===== src/rtl/rc_pkg.sv =====
package rc_pkg;
    typedef enum logic [1:0] {
        OP_NOP  = 2'd0,
        OP_ACT  = 2'd1,
        OP_PRE  = 2'd2,
        OP_XFER = 2'd3
    } rc_op_e;

    typedef enum logic [1:0] {
        KIND_SAME  = 2'd0,
        KIND_INTRA = 2'd1,
        KIND_XBANK = 2'd2,
        KIND_XSUB  = 2'd3
    } rc_kind_e;

    typedef enum logic [1:0] {
        ST_IDLE  = 2'd0,
        ST_ISSUE = 2'd1,
        ST_WAIT  = 2'd2,
        ST_FIN   = 2'd3
    } rc_state_e;
endpackage


===== src/rtl/rc_classify.sv =====
module rc_classify #(
    parameter int BANK_W   = 2,
    parameter int SUB_W    = 2,
    parameter int ROW_W    = 3,
    parameter int ZERO_ROW = 0
) (
    input  logic [BANK_W-1:0]  src_bank,
    input  logic [SUB_W-1:0]   src_sub,
    input  logic [ROW_W-1:0]   src_row,
    input  logic [BANK_W-1:0]  dst_bank,
    input  logic [SUB_W-1:0]   dst_sub,
    input  logic [ROW_W-1:0]   dst_row,
    input  logic               init,
    output logic [BANK_W-1:0]  eff_bank,
    output logic [SUB_W-1:0]   eff_sub,
    output logic [ROW_W-1:0]   eff_row,
    output rc_pkg::rc_kind_e   kind
);
    import rc_pkg::*;

    // Zero-fill reads from the reserved row of the destination subarray.
    always_comb begin
        eff_bank = init ? dst_bank : src_bank;
        eff_sub  = init ? dst_sub  : src_sub;
        eff_row  = init ? ROW_W'(ZERO_ROW) : src_row;
        if (eff_bank != dst_bank) begin
            kind = KIND_XBANK;
        end else if (eff_sub != dst_sub) begin
            kind = KIND_XSUB;
        end else if (eff_row != dst_row) begin
            kind = KIND_INTRA;
        end else begin
            kind = KIND_SAME;
        end
    end
endmodule


===== src/rtl/rc_step_rom.sv =====
module rc_step_rom #(
    parameter int NUM_BANKS = 4,
    parameter int BANK_W    = 2,
    parameter int SUB_W     = 2,
    parameter int ROW_W     = 3,
    parameter int STEP_W    = 3,
    parameter int TMP_SUB   = 0,
    parameter int TMP_ROW   = 7
) (
    input  rc_pkg::rc_kind_e   kind,
    input  logic [STEP_W-1:0]  step,
    input  logic [BANK_W-1:0]  sb,
    input  logic [SUB_W-1:0]   ss,
    input  logic [ROW_W-1:0]   sr,
    input  logic [BANK_W-1:0]  db,
    input  logic [SUB_W-1:0]   ds,
    input  logic [ROW_W-1:0]   dr,
    output rc_pkg::rc_op_e     op,
    output logic [BANK_W-1:0]  bank,
    output logic [SUB_W-1:0]   sub,
    output logic [ROW_W-1:0]   row,
    output logic [BANK_W-1:0]  peer,
    output logic               last
);
    import rc_pkg::*;

    logic [BANK_W-1:0] tb;
    localparam logic [SUB_W-1:0] TS = SUB_W'(TMP_SUB);
    localparam logic [ROW_W-1:0] TR = ROW_W'(TMP_ROW);

    // Staging bank is the next bank up, wrapping at the top.
    always_comb begin
        tb = (int'(sb) == NUM_BANKS - 1) ? '0 : sb + BANK_W'(1);
    end

    always_comb begin
        op   = OP_NOP;
        bank = '0;
        sub  = '0;
        row  = '0;
        peer = '0;
        last = 1'b0;
        unique case (kind)
            KIND_INTRA: begin
                case (step)
                    3'd0:    begin op = OP_ACT; bank = sb; sub = ss; row = sr; end
                    3'd1:    begin op = OP_ACT; bank = db; sub = ds; row = dr; end
                    default: begin op = OP_PRE; bank = db; last = 1'b1; end
                endcase
            end
            KIND_XBANK: begin
                case (step)
                    3'd0:    begin op = OP_ACT;  bank = sb; sub = ss; row = sr; end
                    3'd1:    begin op = OP_ACT;  bank = db; sub = ds; row = dr; end
                    3'd2:    begin op = OP_XFER; bank = sb; peer = db; end
                    3'd3:    begin op = OP_PRE;  bank = sb; end
                    default: begin op = OP_PRE;  bank = db; last = 1'b1; end
                endcase
            end
            KIND_XSUB: begin
                case (step)
                    3'd0:    begin op = OP_ACT;  bank = sb; sub = ss; row = sr; end
                    3'd1:    begin op = OP_ACT;  bank = tb; sub = TS; row = TR; end
                    3'd2:    begin op = OP_XFER; bank = sb; peer = tb; end
                    3'd3:    begin op = OP_PRE;  bank = sb; end
                    3'd4:    begin op = OP_ACT;  bank = db; sub = ds; row = dr; end
                    3'd5:    begin op = OP_XFER; bank = tb; peer = db; end
                    3'd6:    begin op = OP_PRE;  bank = tb; end
                    default: begin op = OP_PRE;  bank = db; last = 1'b1; end
                endcase
            end
            default: begin
                last = 1'b1;
            end
        endcase
    end
endmodule


===== src/rtl/rc_gap_timer.sv =====
module rc_gap_timer #(
    parameter int TIME_W = 4
) (
    input  logic              clk,
    input  logic              rst_n,
    input  logic              load,
    input  logic [TIME_W-1:0] load_val,
    output logic              expire
);
    logic [TIME_W-1:0] cnt_d, cnt_q;

    always_comb begin
        if (load) begin
            cnt_d = load_val;
        end else if (cnt_q != '0) begin
            cnt_d = cnt_q - TIME_W'(1);
        end else begin
            cnt_d = '0;
        end
        expire = (cnt_q == TIME_W'(1));
    end

    always_ff @(posedge clk) begin
        if (!rst_n) cnt_q <= '0;
        else        cnt_q <= cnt_d;
    end


    load_idle_chk: assert property (@(posedge clk) disable iff (!rst_n)
        load |-> (cnt_q == '0));
endmodule


===== src/rtl/rc_copy_seq.sv =====
module rc_copy_seq #(
    parameter int NUM_BANKS = 4,
    parameter int NUM_SUBS  = 4,
    parameter int NUM_ROWS  = 8,
    parameter int TIME_W    = 4,
    parameter int ZERO_ROW  = 0,
    parameter int TMP_SUB   = 0,
    parameter int TMP_ROW   = NUM_ROWS - 1,
    localparam int BANK_W   = (NUM_BANKS > 1) ? $clog2(NUM_BANKS) : 1,
    localparam int SUB_W    = (NUM_SUBS  > 1) ? $clog2(NUM_SUBS)  : 1,
    localparam int ROW_W    = (NUM_ROWS  > 1) ? $clog2(NUM_ROWS)  : 1
) (
    input  logic              clk,
    input  logic              rst_n,
    input  logic              req_valid,
    output logic              req_ready,
    input  logic [BANK_W-1:0] req_src_bank,
    input  logic [SUB_W-1:0]  req_src_sub,
    input  logic [ROW_W-1:0]  req_src_row,
    input  logic [BANK_W-1:0] req_dst_bank,
    input  logic [SUB_W-1:0]  req_dst_sub,
    input  logic [ROW_W-1:0]  req_dst_row,
    input  logic              req_init,
    input  logic [TIME_W-1:0] t_ras,
    input  logic [TIME_W-1:0] t_rp,
    input  logic [TIME_W-1:0] t_xfer,
    output logic              cmd_valid,
    output logic [1:0]        cmd_op,
    output logic [BANK_W-1:0] cmd_bank,
    output logic [SUB_W-1:0]  cmd_sub,
    output logic [ROW_W-1:0]  cmd_row,
    output logic [BANK_W-1:0] cmd_peer,
    output logic              done
);
    import rc_pkg::*;

    localparam int STEP_W = 3;

    typedef struct packed {
        rc_state_e         state;
        logic [STEP_W-1:0] step;
        logic              last;
        rc_kind_e          kind;
        logic [BANK_W-1:0] sb;
        logic [SUB_W-1:0]  ss;
        logic [ROW_W-1:0]  sr;
        logic [BANK_W-1:0] db;
        logic [SUB_W-1:0]  ds;
        logic [ROW_W-1:0]  dr;
    } seq_t;

    seq_t seq_d, seq_q;

    logic [BANK_W-1:0] cls_bank;
    logic [SUB_W-1:0]  cls_sub;
    logic [ROW_W-1:0]  cls_row;
    rc_kind_e          cls_kind;

    rc_op_e            rom_op;
    logic [BANK_W-1:0] rom_bank, rom_peer;
    logic [SUB_W-1:0]  rom_sub;
    logic [ROW_W-1:0]  rom_row;
    logic              rom_last;

    logic              tmr_load, tmr_expire;
    logic [TIME_W-1:0] gap;

    rc_classify #(
        .BANK_W(BANK_W), .SUB_W(SUB_W), .ROW_W(ROW_W), .ZERO_ROW(ZERO_ROW)
    ) u_classify (
        .src_bank(req_src_bank), .src_sub(req_src_sub), .src_row(req_src_row),
        .dst_bank(req_dst_bank), .dst_sub(req_dst_sub), .dst_row(req_dst_row),
        .init(req_init),
        .eff_bank(cls_bank), .eff_sub(cls_sub), .eff_row(cls_row),
        .kind(cls_kind)
    );

    rc_step_rom #(
        .NUM_BANKS(NUM_BANKS), .BANK_W(BANK_W), .SUB_W(SUB_W), .ROW_W(ROW_W),
        .STEP_W(STEP_W), .TMP_SUB(TMP_SUB), .TMP_ROW(TMP_ROW)
    ) u_rom (
        .kind(seq_q.kind), .step(seq_q.step),
        .sb(seq_q.sb), .ss(seq_q.ss), .sr(seq_q.sr),
        .db(seq_q.db), .ds(seq_q.ds), .dr(seq_q.dr),
        .op(rom_op), .bank(rom_bank), .sub(rom_sub), .row(rom_row),
        .peer(rom_peer), .last(rom_last)
    );

    rc_gap_timer #(.TIME_W(TIME_W)) u_timer (
        .clk(clk), .rst_n(rst_n),
        .load(tmr_load), .load_val(gap), .expire(tmr_expire)
    );

    // Gap that must follow the command being issued.
    always_comb begin
        case (rom_op)
            OP_ACT:  gap = t_ras;
            OP_PRE:  gap = t_rp;
            OP_XFER: gap = t_xfer;
            default: gap = '0;
        endcase
    end

    always_comb begin
        seq_d    = seq_q;
        tmr_load = 1'b0;
        unique case (seq_q.state)
            ST_IDLE: begin
                if (req_valid) begin
                    seq_d.kind = cls_kind;
                    seq_d.sb   = cls_bank;
                    seq_d.ss   = cls_sub;
                    seq_d.sr   = cls_row;
                    seq_d.db   = req_dst_bank;
                    seq_d.ds   = req_dst_sub;
                    seq_d.dr   = req_dst_row;
                    seq_d.step = '0;
                    seq_d.last = 1'b0;
                    seq_d.state = (cls_kind == KIND_SAME) ? ST_FIN : ST_ISSUE;
                end
            end
            ST_ISSUE: begin
                tmr_load   = 1'b1;
                seq_d.last = rom_last;
                if (!rom_last) seq_d.step = seq_q.step + STEP_W'(1);
                if (gap != '0)    seq_d.state = ST_WAIT;
                else if (rom_last) seq_d.state = ST_FIN;
                else               seq_d.state = ST_ISSUE;
            end
            ST_WAIT: begin
                if (tmr_expire) seq_d.state = seq_q.last ? ST_FIN : ST_ISSUE;
            end
            default: begin
                seq_d.state = ST_IDLE;
            end
        endcase
    end

    always_ff @(posedge clk) begin
        if (!rst_n) begin
            seq_q <= '0;
        end else begin
            seq_q <= seq_d;
        end
    end

    always_comb begin
        req_ready = (seq_q.state == ST_IDLE);
        done      = (seq_q.state == ST_FIN);
        cmd_valid = (seq_q.state == ST_ISSUE);
        cmd_op    = cmd_valid ? rom_op : OP_NOP;
        cmd_bank  = cmd_valid ? rom_bank : '0;
        cmd_sub   = cmd_valid ? rom_sub  : '0;
        cmd_row   = cmd_valid ? rom_row  : '0;
        cmd_peer  = cmd_valid ? rom_peer : '0;
    end

    // Open-bank map built from the command port, used only by the checks below.
    logic [NUM_BANKS-1:0] open_q;
    always_ff @(posedge clk) begin
        if (!rst_n) begin
            open_q <= '0;
        end else if (cmd_valid) begin
            for (int b = 0; b < NUM_BANKS; b++) begin
                if (int'(cmd_bank) == b) begin
                    if (cmd_op == OP_ACT)      open_q[b] <= 1'b1;
                    else if (cmd_op == OP_PRE) open_q[b] <= 1'b0;
                end
            end
        end
    end


    done_pulse_chk: assert property (@(posedge clk) disable iff (!rst_n)
        done |=> !done);


    one_flight_chk: assert property (@(posedge clk) disable iff (!rst_n)
        (req_valid && req_ready) |=> !req_ready);


    all_closed_chk: assert property (@(posedge clk) disable iff (!rst_n)
        done |-> (open_q == '0));


    pre_open_chk: assert property (@(posedge clk) disable iff (!rst_n)
        (cmd_valid && cmd_op == OP_PRE) |-> open_q[cmd_bank]);


    act_reopen_chk: assert property (@(posedge clk) disable iff (!rst_n)
        (cmd_valid && cmd_op == OP_ACT && open_q[cmd_bank]) |-> (seq_q.kind == KIND_INTRA));


    xfer_open_chk: assert property (@(posedge clk) disable iff (!rst_n)
        (cmd_valid && cmd_op == OP_XFER) |-> (open_q[cmd_bank] && open_q[cmd_peer]));
endmodule


===== config.mk =====
export PLATFORM = sky130hd
export DESIGN_NAME = rc_copy_seq
export DESIGN_NICKNAME = d
export VERILOG_FILES = /design/src/rtl/rc_pkg.sv /design/src/rtl/rc_classify.sv /design/src/rtl/rc_step_rom.sv /design/src/rtl/rc_gap_timer.sv /design/src/rtl/rc_copy_seq.sv
export SDC_FILE = /design/constraint.sdc
export NUM_CORES = 1
export LEC_CHECK = 0
export ABC_AREA = 1
export BUFFER_PORTS_ARGS = -buffer_cell sky130_fd_sc_hd__clkbuf_2
export CAP_MARGIN = 10
export CORE_ASPECT_RATIO = 1.4
export CORE_MARGIN = 4
export CORE_UTILIZATION = 45
export DETAILED_ROUTE_END_ITERATION = 10
export GPL_TIMING_DRIVEN = 0
export PLACE_DENSITY = 0.68
export SLEW_MARGIN = 20
export SYNTH_ARGS = -nofsm -noshare
export SYNTH_HDL_FRONTEND = slang
export SYNTH_SLANG_ARGS = --single-unit

===== constraint.sdc =====
create_clock -name clk -period 2.6 [get_ports clk]
set_input_delay 0.39 -clock clk [delete_from_list [all_inputs] [get_ports clk]]
set_output_delay 0.39 -clock clk [all_outputs]
set_load 0.05 [all_outputs]

==> results.md <==
- Post-CTS Repair Setup Buffers: 0
- Min-delay worst type: input port to register
- Count of mapped cells out of synthesis: 301
- Die Area: between 0.005 and 0.006 mm^2
- Fillers: 464
- Hold-critical path depth: 3
- Number of nets in the finished design: slightly below 400
- Maximum fanout along the worst path: 10
- Wirelength, routed: 5.356 mm
- Rel. slew slack: 70.57%
- Total CTS buffers: 3
- Maximum clock frequency: slightly above 0.4 GHz
- Source of the worst hold timing path: req_src_row[1]
- Number of flops mapped to enable cells by yosys: 0
- Capturing element type of the critical path: output pin
- Worst Hold Endpoint: seq_q[8]
- Global-route congestion overflow total: 0
- Post-Route Hold Slack: 0.3766 ns
- Core Footprint: 0.004309 mm^2
- Endpoints failing hold: 0
- Destination of the worst register-to-register timing path: seq_q[21]
- Average wire length per cell after detail routing: 13.13 um
- Half-perimeter wire length of the detailed placement result: 4.288 mm
- Required arrival time at the worst endpoint: around 2.2 ns
- Startpoint kind of the worst setup timing path: register
- Cell area power density: 713.3 mW/mm^2
- H-tree levels: 1
- Ys async rst share: 0%
- Number of vias in the routed layout: about 2.2k
- Run status: finished clean
- Latest clock arrival within the worst-skew pair: around 0.28 ns
- Worst EP arrival: ~2.1 ns
- Number of warning messages in the yosys log: 0
- Synthesis-to-layout area growth: 22.39%
- Initial antenna violation count: 0
- Pins over their slew limit: 0
- Cell area after placement: 0.002350 mm^2
- # DRC: 0
- Maximum number of pins on one net before global-route repair: 16
- Category of the most critical setup path: register to output pin
- CP Buf/Inv Count: 3
- Number of clock sinks: 26
- List of cells traversed by the critical path: inv_1 -> ha_1 -> clkinv_1 -> nand2_2 -> a311oi_2 -> clkbuf_2
- Iteration count of the initial detailed-routing pass: 5
- Synthesized net count: 341
- Number of global-route vias before repair: 2035
- Worst flop-to-flop path startpoint: seq_q[14]
- Antenna violation net count after detailed routing: 0
- Count of boundary I/O pins: 44
- Iteration-0 DRC count of the detailed router: 144
- Hold-fix buffer count after cts: 0
- MaxCap Viol Count: 0
- CTS tree: yes
- Seq/Total Area, Yosys: 25.66%
- Minimum clock period after layout: 2.481 ns
- Ys flop type: dfxtp_1
- Final number of setup-violating endpoints: 0
- Worst Tran Pin Value: around 0.44 ns
- Post-route clock skew: between 0.004 and 0.005 ns
- Fraction of layout cells with a size suffix above 1: between 20 and 30%
- Number of vias per cell after detailed routing: 5.341
- Cell family with the largest share of critical-path delay: buffers and inverters
- Leakage power: 1.083 nW
- Total chip power: about 1.8 mW
- Total number of placement rows: 28
- CTS Root Buffer Type: clkbuf_8
- Post-route standard cell area excluding fillers: 0.002482 mm^2
- Count of input and output buffers: 43
- Overall die height: 87.44 um
- Buffer levels on the longest clock path: 2
- Unrepaired setup endpoints after global routing: no
- Max stage delay on crit path: 0.38 ns
- Diodes inserted: 0
- Initial cell density of the core: 47.07%
- FF-to-FF path depth: 13
- Clock Pin Slew Worst Setup and Hold Paths: roughly 0.1 ns
- Mean Syn Cell Area: about 6.7 um^2
- Die width: about 65 um
- Post-synth cell types: 35
- Wire length of the first global-routing pass: 8.970 mm
- Period utilisation layout: 95.44%
- Netlist Area Pre-Place: about 0.0020 mm^2
- Total global-route track usage: 19.99%
- Worst-case vdd ir drop: 0.0004531 V
- #FFs+latches synth: 26
- Internal reg-to-reg setup slack: between 0.5 and 0.6 ns
- Final weighted congestion in routability-driven placement: 0.7970
- Cell with the largest stage delay on the worst path: dfxtp_1
- Aggregate negative setup slack: 0 ns
-- metrics by stage --
stage | std cells | setup WS [ns] | util (%)
6_report | 408 | 0.1186 | 57.61
5_1_grt | 408 | 0.005558 | 57.61
4_1_cts | 408 | 0.02019 | 57.03
3_5_place_dp | 404 | 0.05734 | 54.53
3_3_place_gp | 404 | 0.09378 | 54.53
2_1_floorplan | 301 | 0.2751 | -
-- power by group --
part / internal, mW / leakage [nW] / total (mW) / switching [mW]
Sequential: 0.484 / 0.216 / 0.550 / 0.0655
Clock: 0.206 / 0.0357 / 0.345 / 0.138
Combinational: 0.285 / 0.832 / 0.877 / 0.592
Total: 0.975 / 1.08 / 1.77 / 0.796
-- worst reg2reg max path: cells and delay by family, from the launching register on --
| family | cells | cell delay, ns |
|---|---|---|
| and+or+nand+nor | 11 | 1.17 |
| DFF | 1 | 0.38 |
| adders and majority gates | 1 | 0.31 |
| buffers and inverters | 1 | 0.10 |
-- state kept, by name, summed over array words and instances, names as in the netlist --
register and count:
seq_q 22, u_timer.cnt_q 4
-- cell type report --
| class | instances | area (um^2) | area share (%) |
|---|---|---|---|
| multi-input cells | 230 | 1373 | 55.29 |
| flip-flops and latches | 26 | 525.5 | 21.17 |
| repair buffers | 43 | 234.0 | 9.425 |
| inverters | 35 | 141.4 | 5.696 |
| well taps | 60 | 75.07 | 3.024 |
| plain buffers | 10 | 62.56 | 2.520 |
| clock buffers | 3 | 41.29 | 1.663 |
| clock inverters | 1 | 30.03 | 1.210 |
-- how the worst max path moves through the flow --
stage | startpoint | end | slack, ns | cells after the start
global route | seq_q[14] | cmd_row[2] | 0.006 | 6
CTS | seq_q[15] | cmd_row[2] | 0.02 | 5
finish | seq_q[14] | cmd_row[1] | 0.12 | 6
global placement | seq_q[17] | cmd_bank[1] | 0.09 | 12
floorplan | seq_q[17] | cmd_bank[1] | 0.28 | 11
detailed placement | seq_q[17] | cmd_bank[1] | 0.06 | 12
-- cell families (layout without fill, tap and decap cells) --
family	Yosys count	in the layout	synth area share, %
AND/OR/NAND/NOR	128	128	31.52
AO/OA/AOI/OAI	87	87	24.80
buffers and inverters	45	92	9.684
flip-flops	26	26	25.66
adder cells (fa/ha/maj)	10	10	6.169
XOR/XNOR	5	5	2.160
-- repair_timing --
item                       in CTS  in global routing
pin swaps                       0                  1
resized for setup              11                 11
setup endpoints to repair       5                  5
-- synth_stat cells, types with 6 or more instances --
cell / count / share of area, %
a21oi_1: 32 / 7.9
a31oi_1: 6 / 1.9
clkbuf_1: 6 / 1.1
dfxtp_1: 26 / 26
ha_1: 10 / 6.2
inv_1: 29 / 5.4
nand2_1: 56 / 10
nand2_2: 10 / 3.1
nand3_1: 23 / 5.7
nand4_1: 8 / 2.5
nor2_1: 15 / 2.8
o211ai_1: 6 / 2.2
o21ai_0: 29 / 7.2
-- cell usage in the layout (no fill, tap or decap), types with 5 or more instances in the layout --
| master | count |
|---|---|
| ha_1 | 7 |
| a21oi_1 | 32 |
| nor2_1 | 14 |
| o211ai_1 | 6 |
| nand2_1 | 54 |
| clkbuf_2 | 42 |
| clkbuf_1 | 5 |
| nand3_2 | 5 |
| dfxtp_1 | 24 |
| nand3_1 | 22 |
| nand4_1 | 8 |
| nand2_2 | 12 |
| inv_1 | 28 |
| o21ai_0 | 29 |
-- metal layers --
layer  routed length, um  track usage, %  vias to the layer above  share of wire, %
met5                   0               0                        -                 0
met1                2315           24.27                      998                43
met3                 216           2.067                        6               4.0
li1                    -               -                     1129                 -
met4                  78           7.308                        0               1.5
met2                2744           35.94                       46                51
Note: power is estimated with default switching activity, not from simulation.
